### src/rtl/psave_pkg.sv
package psave_pkg;
  typedef enum logic [2:0] {
    MODE_OFF    = 3'd0,
    MODE_SLEEP  = 3'd1,
    MODE_LISTEN = 3'd2,
    MODE_MGMT   = 3'd3,
    MODE_IP     = 3'd4
  } psave_mode_e;
endpackage

### src/rtl/psave_rst_sync.sv
module psave_rst_sync (
  input  logic clk,
  input  logic rst_n,
  output logic rst_q
);
  logic [1:0] sync_q;

  always_ff @(posedge clk or negedge rst_n) begin
    if (!rst_n) sync_q <= 2'b00;
    else        sync_q <= {sync_q[0], 1'b1};
  end

  assign rst_q = sync_q[1];
endmodule

### src/rtl/psave_sleep_calc.sv
module psave_sleep_calc #(
  parameter int BI_W      = 20,
  parameter int LM_W      = 5,
  parameter int CNT_W     = 25,
  parameter int MAX_SLEEP = 22_000_000
) (
  input  logic [BI_W-1:0]  period,
  input  logic [LM_W-1:0]  mult,
  output logic [CNT_W-1:0] sleep_len
);
  localparam int PW = BI_W + LM_W;
  localparam int EW = (PW > CNT_W) ? PW + 1 : CNT_W + 1;
  localparam logic [EW-1:0] CEIL = EW'(MAX_SLEEP);

  logic [PW-1:0] prod;
  logic [EW-1:0] prod_e;
  logic [EW-1:0] clamped;

  always_comb begin
    prod   = PW'(period) * PW'(mult);
    prod_e = EW'(prod);
    if (prod_e == '0)       clamped = EW'(1);
    else if (prod_e > CEIL) clamped = CEIL;
    else                    clamped = prod_e;
    sleep_len = CNT_W'(clamped);
  end
endmodule

### src/rtl/psave_timer.sv
module psave_timer #(
  parameter int CNT_W = 25
) (
  input  logic             clk,
  input  logic             rst_q,
  input  logic             load,
  input  logic [CNT_W-1:0] load_val,
  output logic             last
);
  logic [CNT_W-1:0] cnt_q, cnt_d;

  always_comb begin
    cnt_d = cnt_q;
    if (load)              cnt_d = load_val;
    else if (cnt_q != '0)  cnt_d = cnt_q - CNT_W'(1);
  end

  always_ff @(posedge clk or negedge rst_q) begin
    if (!rst_q) cnt_q <= '0;
    else        cnt_q <= cnt_d;
  end

  assign last = (cnt_q == CNT_W'(1));

  // an idle counter stays at zero rather than wrapping
  p_no_wrap_r3: assert property (@(posedge clk) disable iff (!rst_q)
    (cnt_q == '0 && !load) |=> cnt_q == '0);
endmodule

### src/rtl/psave_seq.sv
module psave_seq
  import psave_pkg::*;
#(
  parameter int BI_W      = 20,
  parameter int LM_W      = 5,
  parameter int MAX_SLEEP = 22_000_000,
  parameter int LISTEN_TO = 20_000
) (
  input  logic            clk,
  input  logic            rst_n,
  input  logic            enable,
  input  logic [BI_W-1:0] bcn_period,
  input  logic [LM_W-1:0] listen_mult,
  input  logic            bcn_rx,
  input  logic            traffic_pend,
  input  logic            traffic_ip,
  input  logic            traffic_done,
  output logic [2:0]      mode,
  output logic            wake_req,
  output logic            act_req,
  output logic            bcn_miss
);
  localparam int TOP   = (MAX_SLEEP > LISTEN_TO) ? MAX_SLEEP : LISTEN_TO;
  localparam int CNT_W = $clog2(TOP + 1);

  logic             rst_q;
  logic [CNT_W-1:0] sleep_len;
  logic [CNT_W-1:0] load_val;
  logic             tmr_load, tmr_last;
  psave_mode_e      cur_q, nxt;
  logic             wake_d, act_d, miss_d;
  logic             wake_q, act_q, miss_q;

  psave_rst_sync i_rst (.clk(clk), .rst_n(rst_n), .rst_q(rst_q));

  psave_sleep_calc #(
    .BI_W(BI_W), .LM_W(LM_W), .CNT_W(CNT_W), .MAX_SLEEP(MAX_SLEEP)
  ) i_calc (
    .period(bcn_period), .mult(listen_mult), .sleep_len(sleep_len)
  );

  psave_timer #(.CNT_W(CNT_W)) i_tmr (
    .clk(clk), .rst_q(rst_q), .load(tmr_load), .load_val(load_val), .last(tmr_last)
  );

  // next-state logic
  always_comb begin
    nxt    = cur_q;
    wake_d = 1'b0;
    act_d  = 1'b0;
    miss_d = 1'b0;
    if (!enable) begin
      nxt = MODE_OFF;
    end else begin
      unique case (cur_q)
        MODE_OFF:   nxt = MODE_SLEEP;
        MODE_SLEEP: if (tmr_last) begin
          nxt    = MODE_LISTEN;
          wake_d = 1'b1;
        end
        MODE_LISTEN: if (bcn_rx) begin
          if (traffic_pend) begin
            nxt   = traffic_ip ? MODE_IP : MODE_MGMT;
            act_d = 1'b1;
          end else begin
            nxt = MODE_SLEEP;
          end
        end else if (tmr_last) begin
          nxt    = MODE_SLEEP;
          miss_d = 1'b1;
        end
        MODE_MGMT, MODE_IP: if (traffic_done) nxt = MODE_SLEEP;
        default: nxt = MODE_OFF;
      endcase
    end
  end

  assign tmr_load = (nxt != cur_q) && (nxt == MODE_SLEEP || nxt == MODE_LISTEN);
  assign load_val = (nxt == MODE_LISTEN) ? CNT_W'(LISTEN_TO) : sleep_len;

  // state registers
  always_ff @(posedge clk or negedge rst_q) begin
    if (!rst_q) begin
      cur_q  <= MODE_OFF;
      wake_q <= 1'b0;
      act_q  <= 1'b0;
      miss_q <= 1'b0;
    end else begin
      cur_q  <= nxt;
      wake_q <= wake_d;
      act_q  <= act_d;
      miss_q <= miss_d;
    end
  end

  assign mode     = cur_q;
  assign wake_req = wake_q;
  assign act_req  = act_q;
  assign bcn_miss = miss_q;

  p_off_when_disabled_r2: assert property (@(posedge clk) disable iff (!rst_q)
    !enable |=> mode == MODE_OFF);

  p_wake_from_sleep_r3: assert property (@(posedge clk) disable iff (!rst_q)
    wake_req |-> (mode == MODE_LISTEN && $past(mode) == MODE_SLEEP));

  p_clamp_r4: assert property (@(posedge clk) disable iff (!rst_q)
    (sleep_len != '0) && (sleep_len <= CNT_W'(MAX_SLEEP)));

  p_act_from_listen_r6: assert property (@(posedge clk) disable iff (!rst_q)
    act_req |-> ((mode == MODE_MGMT || mode == MODE_IP) && $past(mode) == MODE_LISTEN));

  p_miss_after_listen_r7: assert property (@(posedge clk) disable iff (!rst_q)
    bcn_miss |-> (mode == MODE_SLEEP && $past(mode) == MODE_LISTEN));

  p_sleep_ignores_bcn_r8: assert property (@(posedge clk) disable iff (!rst_q)
    (mode == MODE_SLEEP && enable && !tmr_last) |=> mode == MODE_SLEEP);
endmodule

### config.mk
export PLATFORM = sky130hd
export DESIGN_NAME = psave_seq
export DESIGN_NICKNAME = d
export VERILOG_FILES = /design/src/rtl/psave_pkg.sv /design/src/rtl/psave_rst_sync.sv /design/src/rtl/psave_sleep_calc.sv /design/src/rtl/psave_timer.sv /design/src/rtl/psave_seq.sv
export SDC_FILE = /design/constraint.sdc
export NUM_CORES = 1
export LEC_CHECK = 0
export BUFFER_PORTS_ARGS = -buffer_cell sky130_fd_sc_hd__buf_4
export CAP_MARGIN = 20
export CORE_ASPECT_RATIO = 1.25
export CORE_MARGIN = 5
export CORE_UTILIZATION = 57
export CTS_CLUSTER_DIAMETER = 200
export DETAILED_ROUTE_END_ITERATION = 8
export PLACE_DENSITY_LB_ADDON = 0.2
export REMOVE_ABC_BUFFERS = 1
export SETUP_SLACK_MARGIN = 0.5
export SYNTH_ARGS = -nofsm -noshare
export SYNTH_HDL_FRONTEND = slang
export SYNTH_HIERARCHICAL = 1
export SYNTH_SLANG_ARGS = --single-unit
### constraint.sdc
create_clock -name clk -period 1.2 [get_ports clk]
set_clock_uncertainty 0.2 [all_clocks]
set_input_delay 0.24 -clock clk [delete_from_list [all_inputs] [get_ports clk]]
set_output_delay 0.24 -clock clk [all_outputs]
set_load 0.1 [all_outputs]
==> run_results.csv, run 1 <==
group,metric,value,unit
synth,synth_top_cells_by_area,"fa_1 (18%), dfrtp_1 (14%), and2_1 (7.9%), ha_1 (7.6%), inv_1 (5.3%)",
synth,avgSynthCellArea,8.06,sq um
synth,distinct_cell_type_count_after_synthesis,74,
clocking,htree_num_levels,2,
synth,synthArstFlopShare,100,%
global_routing,gr-total-overflow,3,
floorplanning,die_y,124,um
synth,syn_inst,737,
floorplanning,core.rowCount,41,
sta,worst_endpoint_kind,"register input",
placement,place.port_buffers,37,
sta,timing.grt.repair.worst_endpoint,"i_tmr/cnt_q[19]$_DFFE_PN0P_/D",
synth,mappedNetlistArea,5940,sq um
global_routing,grt_start_max_net_pins,32,
floorplanning,ioPinCount,38,
status,run_status,"aborted with a tool error",
synth,synth-seq-cells,33,
global_routing,grt_util_all_layers,57.2,%
status,lastStage,"global routing",
placement,gp_routability_congestion,0.945,
synth,synth_area_leader_cell,"fa_1",
clocking,clock_path_buffers,2,
clocking,cts.sink_count,33,
placement,dpl_wire_length,12900,um
clocking,ctsRootBufferMaster,"clkbuf_16",
floorplanning,die_width,101,um
synth,sequential_area_share_after_synthesis,13.9,%
status,run.stop_error,"[ERROR GRT-0232] Routing congestion too high. Check the congestion heatmap in the GUI.",
synth,ys.flop_type,"dfrtp_1",
clocking,cts_buffers,5,
floorplanning,initial_util,58.5,%
synth,edff_count_synth,0,
synth,ys_warn_count,6,
synth,yosys.area.top_type_share,18.2,%
-- cells in the mapped netlist, types with 4 or more instances --
library cell	number
o21ai_1	5
nand2b_1	13
or3_1	7
a21oi_2	6
dfrtp_1	33
buf_6	4
and3_1	6
xor2_1	11
nor4_1	8
clkbuf_1	18
nand4b_1	4
nor3_1	21
fa_1	54
a21oi_1	38
o31ai_1	10
or2_1	5
a22o_1	4
nor2b_1	27
and2_1	75
a31oi_1	4
ha_1	36
nor2_1	29
nand4_1	8
inv_1	84
o21ai_0	26
buf_2	7
nand3_1	13
nand2_1	79
o31a_1	5
xnor2_1	22
a21o_1	8
-- per-layer routing --
metal | overflow | GRT usage [%]
met5 | 0 | 0
met1 | 0 | 54.4
met3 | 0 | 32.4
met4 | 1 | 59.9
met2 | 2 | 82.6
-- metrics by stage --
stage          hold slack, ns  instances  setup slack (ns)  area (sq um)
2_1_floorplan          -0.256        705             -4.35          5770
3_3_place_gp           -0.178       1065             -4.41          7710
3_5_place_dp           -0.175       1065             -4.56          7710
4_1_cts                0.0325       1107             -3.98          8950
-- cell families after synthesis --
group | synth area share [%]
flip-flops | 13.9
multiplexers | 0.695
XOR/XNOR | 4.87
adder cells (fa/ha/maj) | 25.8
AO/OA/AOI/OAI | 16.0
AND/OR/NAND/NOR | 30.5
buffers and inverters | 8.24
other | 0.0632
-- what timing repair did --
action / 4_1_cts
resized for setup: 176
gates cloned: 3
setup endpoints to repair: 37
hold buffers: 1
hold endpoints to repair: 2
buffers inserted: 30
pin swaps: 120
==> inputs of run 2 (changes only) <==
--- a/config.mk
+++ b/config.mk
@@ -7,14 +7,11 @@
 export LEC_CHECK = 0
 export BUFFER_PORTS_ARGS = -buffer_cell sky130_fd_sc_hd__buf_4
 export CAP_MARGIN = 20
-export CORE_ASPECT_RATIO = 1.25
 export CORE_MARGIN = 5
-export CORE_UTILIZATION = 57
-export CTS_CLUSTER_DIAMETER = 200
+export CORE_UTILIZATION = 40
 export DETAILED_ROUTE_END_ITERATION = 8
-export PLACE_DENSITY_LB_ADDON = 0.2
+export PLACE_DENSITY_LB_ADDON = 0.15
 export REMOVE_ABC_BUFFERS = 1
-export SETUP_SLACK_MARGIN = 0.5
 export SYNTH_ARGS = -nofsm -noshare
 export SYNTH_HDL_FRONTEND = slang
 export SYNTH_HIERARCHICAL = 1
==> constraint.sdc (replaced) <==
create_clock -name clk -period 1.6 [get_ports clk]
set_clock_uncertainty 0.2 [all_clocks]
set_input_delay 0.32 -clock clk [delete_from_list [all_inputs] [get_ports clk]]
set_output_delay 0.32 -clock clk [all_outputs]
set_load 0.1 [all_outputs]
==> run 2 against run 1 <==
Synthesized area did not move. Synthesized cell count did not move. The flow now finishes, with violations (negative setup slack).
==> run_results.csv, run 2 <==
group,metric,value,unit
status,run_status,"finished with violations",
status,violations,"negative setup slack",
global_routing,first_global_vias,6168,
synth,synth-seq-cells,33,
synth,yosys.cell_count.top_type,"inv_1",
detailed_routing,routed_wirelength_normalized_by_instance_count,13.8,um
power_and_ir_drop,pwr_density_cell,1340,nW/um^2
critical_path,crit_path_required_time,1.59,ns
synth,yosys.area.top_type_share,18.2,%
detailed_routing,route.final.wire_length,16200,um
synth,sequential_area_share_after_synthesis,13.9,%
clocking,clock_path_buffers,2,
layout,nNetsFinal,1108,
floorplanning,die_area,17400,sq um
global_routing,global_route_wire_length_before_repair,28100,um
synth,avgSynthCellArea,8.06,sq um
placement,gp_routability_congestion,0.856,
synth,synth_top_cells_by_area,"fa_1 (18%), dfrtp_1 (14%), and2_1 (7.9%), ha_1 (7.6%), inv_1 (5.3%)",
layout,antennaDiodeCount,0,
layout,largest_register,"i_tmr/cnt_q",
critical_path,critical_path_class,"primary input to flip-flop",
layout,filler_cell_count,1266,
synth,edff_count_synth,0,
layout,final_cell_mix,"buf_4 (252), inv_1 (73), nand2_1 (71)",
floorplanning,initial_util,40.9,%
sta,finalWorstSetupSlack,-3.51,ns
sta,timing.final.crit_period,5.11,ns
synth,mappedNetlistArea,5940,sq um
layout,largest_reg_flops,25,
power_and_ir_drop,vdd.ir_drop.worst,0.655,mV
layout,share_of_the_core_filled_with_cells_in_the_final_layout,62.6,%
clocking,ctsRootBufferMaster,"clkbuf_16",
synth,synth.cells.most_frequent,"inv_1 (84), nand2_1 (79), and2_1 (75), fa_1 (54), a21oi_1 (38)",
flow_run,drv_cap,0,
clocking,worstSkewPairLatency,0.28,ns
layout,layout-area-overhead-vs-synth,53.2,%
detailed_routing,routed-via-count,5829,
synth,syn_inst,737,
floorplanning,floorplan.core_area,14500,sq um
sta,finalHoldViolCount,0,
synth,distinct_cell_type_count_after_synthesis,74,
layout,multi_input_area,5340,sq um
sta,layout_worst_path_cycle_share,319,%
detailed_routing,post_route_drc_violation_count,0,
worst_hold_path,min_delay_worst_type,"flip-flop to asynchronous set/reset pin",
placement,place.port_buffers,37,
sta,timing.final.setup_violations,29,
critical_path,endpoint_kind_of_the_worst_setup_timing_path,"flip-flop",
detailed_routing,avgViaCountPerCell,4.98,
floorplanning,ioPinCount,38,
global_routing,grt_util_all_layers,18.4,%
sta,rsz0062_at_grt,"yes",
clocking,path_clk_slew,0.05,ns
layout,drive_gt1_share,43.8,%
global_routing,initial_antenna_violation_count,0,
detailed_routing,final_antenna_net_count,0,
detailed_routing,detailedRoute.firstPassIterationCount,4,
sta,final_hold_slack,0.0619,ns
placement,dpl_wire_length,12700,um
floorplanning,die_width,132,um
sta,final_max_slew_viol_count,0,
critical_path,critical_path_arrival,5.10,ns
detailed_routing,drt_iter0_markers,211,
clocking,cts.sink_count,33,
power_and_ir_drop,leakagePower,4.25,nW
global_routing,grt_start_max_net_pins,35,
synth,ys_warn_count,6,
floorplanning,core.rowCount,44,
synth,synthArstFlopShare,100,%
sta,max_freq,0.196,GHz
clocking,tritoncts,"done",
clocking,cts_buffers,5,
layout,register_area,827,sq um
global_routing,gr-total-overflow,0,
floorplanning,die_y,132,um
critical_path,crit_path_max_fanout,7,
sta,totalNegativeSetupSlack,-86.17,ns
layout,layout.cells.most_common,"buf_4",
clocking,htree_num_levels,2,
synth,ys.flop_type,"dfrtp_1",
critical_path,start_kind,"primary input",
synth,synth_area_leader_cell,"fa_1",
run 2: cell counts after synthesis:
Identical to the previous run, type by type.
run 2: critical path: stages:
cell	delay, ns
buf_12	0.11
and2_4	0.15
fa_1	0.49
fa_1	0.50
inv_1	0.05
fa_1	0.49
inv_2	0.05
ha_4	0.21
a21o_4	0.23
a31o_4	0.23
o21ai_4	0.22
a21oi_2	0.11
xnor2_2	0.15
or3_4	0.35
or4_4	0.50
or3_4	0.42
buf_6	0.15
a21oi_2	0.09
nor2b_1	0.13
nand2_1	0.07
o31ai_1	0.07
run 2: cell type report:
class                      count  area share (%)
timing repair buffer         274            24.3
clock inverter                 3           0.509
multi-input combinational    587            58.7
inverter                      85            3.51
tap                          184            2.53
clock buffer                   5            1.38
sequential                    33            9.09
run 2: logic make-up after synthesis:
family,synth area share [%]
AND/OR/NAND/NOR,30.5
XOR/XNOR,4.87
flip-flops,13.9
AO/OA/AOI/OAI,16.0
buffers and inverters,8.24
other,0.0632
multiplexers,0.695
adder cells (fa/ha/maj),25.8
run 2: power breakdown:
| part | total, W | switching [W] | internal, W |
|---|---|---|---|
| Clock | 0.00110 | 0.000363 | 0.000736 |
| Sequential | 0.00129 | 0.000169 | 0.00112 |
| Combinational | 0.00982 | 0.00455 | 0.00527 |
| Total | 0.0122 | 0.00508 | 0.00713 |
run 2: final timing paths:
kind	slack, ns	start	to	depth (start not counted)
setup / recovery	-3.51	listen_mult[2]	i_tmr/cnt_q[6]	21
hold / removal	0.06	i_rst/sync_q[1]	mode[1]	1
setup reg to reg	-1.56	i_tmr/cnt_q[22]	i_tmr/cnt_q[13]	11
hold reg to reg	0.06	i_rst/sync_q[1]	mode[1]	1
max in group asynchronous	0.84	i_rst/sync_q[1]	mode[1]	1
min in group clk	0.15	i_rst/sync_q[0]	i_rst/sync_q[1]	0
run 2: per-stage QoR:
stage	total power [W]	instance area (sq um)	setup WS, ns	cells
2_1_floorplan	0.00559	5770	-4.03	705
3_3_place_gp	0.00896	7890	-4.05	1136
3_5_place_dp	0.00909	7890	-4.16	1136
4_1_cts	0.0118	8910	-3.54	1168
5_1_grt	0.0132	9100	-3.68	1171
6_report	0.0122	9100	-3.51	1171
run 2: timing repair:
item / CTS / global route
gates cloned: 2 / 0
buffers inserted: 23 / 4
endpoints found under the setup margin: 32 / 32
hold buffers: 1 / 0
gates resized for setup: 138 / 48
pin swaps: 97 / 23
endpoints found under the hold margin: 2 / 0
run 2: metal layers:
| metal | track usage [%] | up-vias | wire [um] |
|---|---|---|---|
| met5 | 0 | - | 0 |
| met1 | 23.4 | 2801 | 7280 |
| met2 | 34.2 | 58 | 8550 |
| met4 | 3.66 | 0 | 100 |
| met3 | 1.56 | 8 | 282 |
| li1 | - | 2962 | - |
No activity file was read; power rests on OpenSTA's default activity.
